$ cat config.mk
export PLATFORM = sky130hd
export DESIGN_NAME = avg_conv_ctrl
export DESIGN_NICKNAME = d
export VERILOG_FILES = /design/src/rtl/avgc_pkg.sv /design/src/rtl/avgc_slot_regs.sv /design/src/rtl/avgc_pick.sv /design/src/rtl/avgc_accum.sv /design/src/rtl/avg_conv_ctrl.sv
export SDC_FILE = /design/constraint.sdc
export NUM_CORES = 1
export LEC_CHECK = 0
export BUFFER_PORTS_ARGS = -buffer_cell sky130_fd_sc_hd__buf_2
export CAP_MARGIN = 40
export CORE_UTILIZATION = 40
export CTS_CLUSTER_DIAMETER = 50
export DETAILED_ROUTE_END_ITERATION = 6
export PLACE_DENSITY = 0.6
export SYNTH_ARGS = -nofsm -noshare
export SYNTH_HDL_FRONTEND = slang
export SYNTH_SLANG_ARGS = --single-unit
$ cat constraint.sdc
create_clock -name clk -period 3.2 [get_ports clk]
set_input_delay 0.64 -clock clk [delete_from_list [all_inputs] [get_ports clk]]
set_output_delay 0.64 -clock clk [all_outputs]
set_load 0.005 [all_outputs]
$ cat src/rtl/avgc_pkg.sv
package avgc_pkg;
  localparam int SMP_W   = 12;
  localparam int SEL_W   = 4;
  localparam int CODE_W  = 2;
  localparam int MIN_LOG = 2;
  localparam int MAX_LOG = MIN_LOG + (1 << CODE_W) - 1;
  localparam int ACC_W   = SMP_W + MAX_LOG;
  localparam int CNT_W   = MAX_LOG + 1;
  localparam int SHF_W   = $clog2(MAX_LOG + 1);

  localparam int B_EN   = 31;
  localparam int B_ONE  = 30;
  localparam int B_AVG  = 29;
  localparam int B_SEL  = 24;
  localparam int B_CODE = 12;
  localparam int B_ODD  = 16;

  typedef struct packed {
    logic              en;
    logic              one_shot;
    logic              avg_on;
    logic [SEL_W-1:0]  sel;
    logic [CODE_W-1:0] code;
  } slot_cfg_t;

  function automatic logic [SHF_W-1:0] shift_of(slot_cfg_t c);
    return c.avg_on ? SHF_W'(MIN_LOG + int'(c.code)) : '0;
  endfunction
endpackage

$ cat src/rtl/avgc_slot_regs.sv
module avgc_slot_regs
  import avgc_pkg::*;
#(
  parameter int SLOTS  = 4,
  localparam int SLOT_W = $clog2(SLOTS)
)(
  input  logic                    clk,
  input  logic                    rst,
  input  logic                    wr_en,
  input  logic [SLOT_W-1:0]       wr_slot,
  input  logic                    wr_cnt,
  input  logic [31:0]             wr_data,
  input  logic [SLOTS-1:0]        clr_en,
  output slot_cfg_t [SLOTS-1:0]   cfg_q
);
  for (genvar k = 0; k < SLOTS; k++) begin : g_slot
    always_ff @(posedge clk) begin
      if (rst) begin
        cfg_q[k] <= '0;
      end else begin
        if (clr_en[k]) cfg_q[k].en <= 1'b0;
        if (wr_en && wr_slot == SLOT_W'(k)) begin
          if (!wr_cnt) begin
            cfg_q[k].en       <= wr_data[B_EN];
            cfg_q[k].one_shot <= wr_data[B_ONE];
            cfg_q[k].avg_on   <= wr_data[B_AVG];
            cfg_q[k].sel      <= wr_data[B_SEL +: SEL_W];
          end else begin
            cfg_q[k].code     <= wr_data[B_CODE +: CODE_W];
          end
        end
      end
    end
  end
endmodule

$ cat src/rtl/avgc_pick.sv
module avgc_pick #(
  parameter int N = 4,
  localparam int IW = $clog2(N)
)(
  input  logic [N-1:0]  req,
  output logic          any,
  output logic [IW-1:0] idx
);
  always_comb begin
    idx = '0;
    for (int i = N - 1; i >= 0; i--) begin
      if (req[i]) idx = IW'(i);
    end
    any = |req;
  end
endmodule

$ cat src/rtl/avgc_accum.sv
module avgc_accum
  import avgc_pkg::*;
#(
  parameter int SW = SMP_W,
  parameter int AW = ACC_W,
  parameter int CW = CNT_W
)(
  input  logic          clk,
  input  logic          rst,
  input  logic          clear,
  input  logic          take,
  input  logic [SW-1:0] sample,
  output logic [AW-1:0] acc,
  output logic [CW-1:0] cnt
);
  localparam int MAX_N = 1 << (AW - SW);

  always_ff @(posedge clk) begin
    if (rst || clear) begin
      acc <= '0;
      cnt <= '0;
    end else if (take) begin
      acc <= acc + AW'(sample);
      cnt <= cnt + 1'b1;
    end
  end

  a_r3_no_overflow: assert property (@(posedge clk) disable iff (rst)
    (int'(cnt) <= MAX_N) && (int'(acc) <= int'(cnt) * ((1 << SW) - 1)));
endmodule

$ cat src/rtl/avg_conv_ctrl.sv
module avg_conv_ctrl
  import avgc_pkg::*;
#(
  parameter int SLOTS  = 4,
  parameter int ADDR_W = 8,
  localparam int SLOT_W = $clog2(SLOTS),
  localparam int NPAIR  = SLOTS / 2,
  localparam int PAIR_W = (NPAIR > 1) ? $clog2(NPAIR) : 1,
  localparam int PITCH  = 32,
  localparam int RES_BASE = SLOTS * PITCH
)(
  input  logic                   clk,
  input  logic                   rst,
  input  logic                   wr_en,
  input  logic [ADDR_W-1:0]      wr_addr,
  input  logic [31:0]            wr_data,
  input  logic [ADDR_W-1:0]      rd_addr,
  output logic [31:0]            rd_data,
  output logic                   cnv_req,
  output logic [SEL_W-1:0]       cnv_sel,
  input  logic                   cnv_valid,
  input  logic [SMP_W-1:0]       cnv_data,
  output logic [SLOTS-1:0]       done,
  output logic [NPAIR*32-1:0]    res_words
);
  typedef enum logic [1:0] {S_IDLE, S_RUN, S_FIN} st_t;
  st_t st;

  slot_cfg_t [SLOTS-1:0] cfg_q;
  slot_cfg_t             snap;
  logic [SLOT_W-1:0]     cur;
  logic [SLOTS-1:0]      clr_en;
  logic [SLOTS-1:0]      pend;
  logic                  any;
  logic [SLOT_W-1:0]     pick;
  logic [ACC_W-1:0]      acc;
  logic [CNT_W-1:0]      cnt;
  logic [SMP_W-1:0]      res_lo [NPAIR];
  logic [SMP_W-1:0]      res_hi [NPAIR];

  // register write decode
  logic wr_cfg;
  assign wr_cfg = wr_en && (int'(wr_addr) < RES_BASE) && (wr_addr[3:0] == 4'h0);

  for (genvar k = 0; k < SLOTS; k++) begin : g_pend
    assign pend[k]   = cfg_q[k].en;
    assign clr_en[k] = (st == S_FIN) && (cur == SLOT_W'(k)) && snap.one_shot;
  end

  avgc_slot_regs #(.SLOTS(SLOTS)) u_regs (
    .clk(clk), .rst(rst), .wr_en(wr_cfg),
    .wr_slot(wr_addr[5 +: SLOT_W]), .wr_cnt(wr_addr[4]),
    .wr_data(wr_data), .clr_en(clr_en), .cfg_q(cfg_q)
  );

  avgc_pick #(.N(SLOTS)) u_pick (.req(pend), .any(any), .idx(pick));

  logic start, take, last;
  assign start = (st == S_IDLE) && any;
  assign take  = (st == S_RUN) && cnv_valid;
  assign last  = (cnt == CNT_W'((1 << shift_of(snap)) - 1));

  avgc_accum u_acc (
    .clk(clk), .rst(rst), .clear(start), .take(take),
    .sample(cnv_data), .acc(acc), .cnt(cnt)
  );

  logic [SMP_W-1:0] avg_val;
  assign avg_val = SMP_W'(acc >> shift_of(snap));

  // sequencer
  always_ff @(posedge clk) begin
    if (rst) begin
      st      <= S_IDLE;
      cur     <= '0;
      snap    <= '0;
      cnv_req <= 1'b0;
      cnv_sel <= '0;
      done    <= '0;
    end else begin
      done <= '0;
      case (st)
        S_IDLE: if (any) begin
          cur     <= pick;
          snap    <= cfg_q[pick];
          cnv_sel <= cfg_q[pick].sel;
          cnv_req <= 1'b1;
          st      <= S_RUN;
        end
        S_RUN: if (cnv_valid && last) begin
          cnv_req <= 1'b0;
          st      <= S_FIN;
        end
        S_FIN: begin
          done[cur] <= 1'b1;
          st        <= S_IDLE;
        end
        default: st <= S_IDLE;
      endcase
    end
  end

  // packed result storage, one pair of fields per word
  for (genvar p = 0; p < NPAIR; p++) begin : g_pair
    always_ff @(posedge clk) begin
      if (rst) begin
        res_lo[p] <= '0;
        res_hi[p] <= '0;
      end else if (st == S_FIN && cur[SLOT_W-1:1] == (SLOT_W-1)'(p)) begin
        if (cur[0]) res_hi[p] <= avg_val;
        else        res_lo[p] <= avg_val;
      end
    end
    assign res_words[p*32 +: 32] =
      {{(B_ODD-SMP_W){1'b0}}, res_hi[p], {(B_ODD-SMP_W){1'b0}}, res_lo[p]};
  end

  // read port
  logic [31:0] rd_word;
  always_comb begin
    rd_word = '0;
    if (int'(rd_addr) < RES_BASE) begin
      if (rd_addr[3:0] == 4'h0) begin
        if (!rd_addr[4])
          rd_word = {cfg_q[rd_addr[5 +: SLOT_W]].en,
                     cfg_q[rd_addr[5 +: SLOT_W]].one_shot,
                     cfg_q[rd_addr[5 +: SLOT_W]].avg_on, 1'b0,
                     cfg_q[rd_addr[5 +: SLOT_W]].sel, 24'h0};
        else
          rd_word = {18'h0, cfg_q[rd_addr[5 +: SLOT_W]].code, 12'h0};
      end
    end else if (int'(rd_addr) < RES_BASE + NPAIR * 16 && rd_addr[3:0] == 4'h0) begin
      rd_word = res_words[int'(rd_addr[4 +: PAIR_W]) * 32 +: 32];
    end
  end

  always_ff @(posedge clk) begin
    if (rst) rd_data <= '0;
    else     rd_data <= rd_word;
  end

  // R5 request held with a steady select until answered
  a_r5_req_hold: assert property (@(posedge clk) disable iff (rst)
    (cnv_req && !cnv_valid) |=> (cnv_req && $stable(cnv_sel)));

  // R8 never two completions at once
  a_r8_done_onehot: assert property (@(posedge clk) disable iff (rst)
    $onehot0(done));

  // R7 packed results move only together with a completion
  a_r7_res_quiet: assert property (@(posedge clk) disable iff (rst)
    (done == '0 && st != S_FIN) |=> (done != '0 || $stable(res_words)));

  // R9 one-shot slot drops its enable when it completes
  a_r9_oneshot_clear: assert property (@(posedge clk) disable iff (rst)
    (st == S_FIN && snap.one_shot && !wr_en) |=> !cfg_q[cur].en);
endmodule

==> metrics.json <==
{
  "detailed_routing": {
    "wirelength_um": 17370,
    "post_drt_via_cell_ratio": 5.322,
    "drtIter0Drc": 411,
    "drt-pass1-iter-count": 6,
    "drt-wirelength-per-cell_um": 16.79,
    "antenna_left": 0,
    "drt_drc_violations_left": 0,
    "vias": 5503
  },
  "cells_and_area": {
    "regArea_mm2": 0.003543,
    "final_layout_size_suffix_gt1_share_pct": 23.86,
    "num_antenna_cells": 0,
    "final_util_pct": 49.26,
    "final_design_area_no_fill_mm2": 0.008608,
    "areaGrowthSynthToFinish_pct": 18.97,
    "multi_input_area_mm2": 0.003413,
    "fin_cells": 1034,
    "fillCellCount": 1572,
    "fin_nets": 874
  },
  "floorplanning": {
    "design.portCount": 169,
    "core_region_area_mm2": 0.01748,
    "die_area_mm2": 0.01863,
    "die_span_in_y_um": 136.5,
    "starting_utilization_of_the_core_area_pct": 41.40,
    "die_span_in_x_um": 136.5,
    "placement_rows": 48
  },
  "synth": {
    "synth_enable_flop_cells": 48,
    "synthesis.area_mm2": 0.007236,
    "synth.distinct_cells": 61,
    "avgSynthCellArea_um2": 10.56,
    "postSynthCellCount": 685,
    "post_synthesis_async_set_or_reset_flop_share_pct": 0,
    "synth-seq-area-share_pct": 48.97,
    "postSynth.topFlopCell": "dfxtp_1",
    "synth.ff_latch_count": 153,
    "count_of_yosys_warnings_during_synthesis": 0
  },
  "global_route": {
    "grt_antenna_before_repair": 0,
    "groute.usage.overall_pct": 19.35,
    "first_global_vias": 5228,
    "grt_max_degree": 34,
    "grt_pass1_wl_um": 27310,
    "grt.overflow.total": 0
  },
  "worst_setup_path": {
    "cp_max_fo": 11,
    "cp.buffers_inverters": 0,
    "timing.critical_path.required_ns": 3.34,
    "worst_r2r_endpoint": "res_hi[1][2]",
    "ff2ff_setup_slack_ns": 0.82,
    "critical-path-top-cell-by-count": "mux2i_1",
    "critical-path-max-stage-delay_ns": 0.65,
    "cp_data_arrival_time_ns": 2.52,
    "crit_path_launch": "snap[0]",
    "number_of_stages_on_the_worst_setup_path": 5,
    "worst_path_dominant_cell_family": "multiplexers",
    "setup.worst_path.start_class": "register",
    "crit-reg2reg-launch": "snap[0]",
    "worst_setup_path_end_kind": "register",
    "worst_path_max_delay_cell": "dfxtp_1",
    "cp_cell_sequence": "nand2_1 > mux2i_1 > a21oi_1 > mux2i_1 > nor2_1",
    "reg2regPathDepth": 5,
    "critPathCapture": "res_hi[1][2]",
    "critical_path_class": "reg2reg"
  },
  "place": {
    "numPlacedInstances": 1002,
    "gp_routability_congestion": 0.8329,
    "port_buffers": 126,
    "placed_wire_length_estimate_after_detailed_placement_um": 12820,
    "post_place_instance_area_mm2": 0.007963
  },
  "clock_tree": {
    "clk-insertion-delay-late_ns": 0.42,
    "numCtsBuffers": 17,
    "clockRootBuffer": "clkbuf_16",
    "postCtsSetupBuffers": 0,
    "post_cts_resize_count": 0,
    "holdBufCountCts": 0,
    "clock_tree.htree_level_count": 4,
    "cts.path.max_buffers": 2,
    "cts_tree": "done",
    "clkSlewWorstSetupHoldPaths_ns": 0.06,
    "numClockSinks": 153
  },
  "outcome": {
    "status": "finished clean"
  },
  "sta": {
    "timing_worst_slew_pin_value_ns": 0.8071,
    "period_minus_slack_ns": 2.378,
    "maxClockFrequency_ghz": 0.4205,
    "setup_total_neg_slack_ns": 0,
    "timing.final.crit_share_pct": 74.32,
    "hold_viol_final": 0,
    "skew_final_ns": 0.009106,
    "grt_setup_unrepaired": "no",
    "drv_slew": 0,
    "report.final.setup_viol": 0,
    "slew-limit-headroom_pct": 46.20
  },
  "power_and_ir_drop": {
    "ir_drop_mv": 0.3612,
    "pwr_density_cell_mw_per_mm2": 512.5,
    "p_leak_uw": 0.003641
  },
  "min_path": {
    "min_delay_path_depth": 1,
    "hold_path_class": "reg2reg"
  },
  "job": {
    "max-cap-violations": 0
  }
}
cell usage after synthesis, types with 8 or more instances:
cell type  instances  area [um2]
a21oi_1           29       145.1
dfxtp_1          105        2102
buf_4             19       142.6
mux4_2            25       563.0
nor2_1           123       461.7
clkbuf_1          30       112.6
nand2_1           42       157.7
ha_1              13       162.7
a22o_1             8       70.07
mux2i_1           75       750.7
nand3_1           18       90.09
inv_1              9       33.78
edfxtp_1          48        1441
o21ai_0           10       50.05
metal layers:
metal  up-vias  GRT usage [%]  share of wire [%]
met5         -              0                  0
met1      2626          25.08                 45
met4         0          6.975                1.6
li1       2667              -                  -
met3        31          3.778                5.6
met2       179          32.01                 48
through the flow:
step	worst slack, ns	hold slack [ns]	power, uW
after detailed placement	0.6161	0.4668	2279
after CTS	0.7597	0.4852	4444
after global placement	0.7373	0.4646	2272
after global routing	0.5822	0.5141	4557
final	0.8216	0.4816	4411
after floorplan	1.033	0.4524	2212
registers in the layout (all words and copies together), names as in the netlist:
name,flops
done,4
res_hi,24
cnv_sel,4
rd_data,29
st,2
snap,4
cnv_req,1
res_lo,24
u_regs.cfg_q,36
cur,2
u_acc.acc,17
u_acc.cnt,6
area by class of cell:
cell class / instances / area share [%]
Clock inverter: 12 / 1.933
Sequential cell: 153 / 41.16
Multi-Input combinational cell: 481 / 39.65
Inverter: 9 / 0.3924
Timing Repair Buffer: 134 / 8.023
Tap cell: 225 / 3.270
Clock buffer: 20 / 5.567
worst reg2reg max path, delay by kind of cell (launching register included):
family / cells / cell delay [ns]
and+or+nand+nor: 2 / 0.52
AOI/OAI and AO/OA: 1 / 0.10
muxes: 2 / 0.84
DFF: 1 / 0.65
power by group:
| group | switching [uW] | internal, uW |
|---|---|---|
| Combinational | 113 | 78.0 |
| Clock | 783 | 1390 |
| Sequential | 19.4 | 2020 |
worst min-delay path by stage:
stage	start	end	slack, ns
floorplan	u_acc.acc[0]	u_acc.acc[0]	0.45
global placement	cnv_sel[0]	cnv_sel[0]	0.46
detailed placement	cnv_sel[1]	cnv_sel[1]	0.47
CTS	cnv_sel[1]	cnv_sel[1]	0.49
global route	wr_data[24]	u_regs.cfg_q[29]	0.51
finish	cnv_sel[1]	cnv_sel[1]	0.48
cells by family after synthesis:
family | after synthesis | share of synthesized area, %
simple gates | 247 | 15.87
compound gates | 92 | 8.543
other cells | 1 | 0.05183
flops | 153 | 48.97
fa+ha+maj | 14 | 2.525
mux | 100 | 18.16
buf+inv | 69 | 4.790
xor+xnor | 9 | 1.089
cells in the final DEF, fill, tap and decap left out, drive strengths merged, types with 8 or more instances in the layout:
master and n:
nand3 18, a21oi 30, nand2 43, conb 19, inv 10, o21ai 11
buf 134, a22o 8, dfxtp 105, clkbuf 20, nor2 124, edfxtp 48
mux2i 75, mux4 25, ha 13
Power figures use the tool's default switching activity.
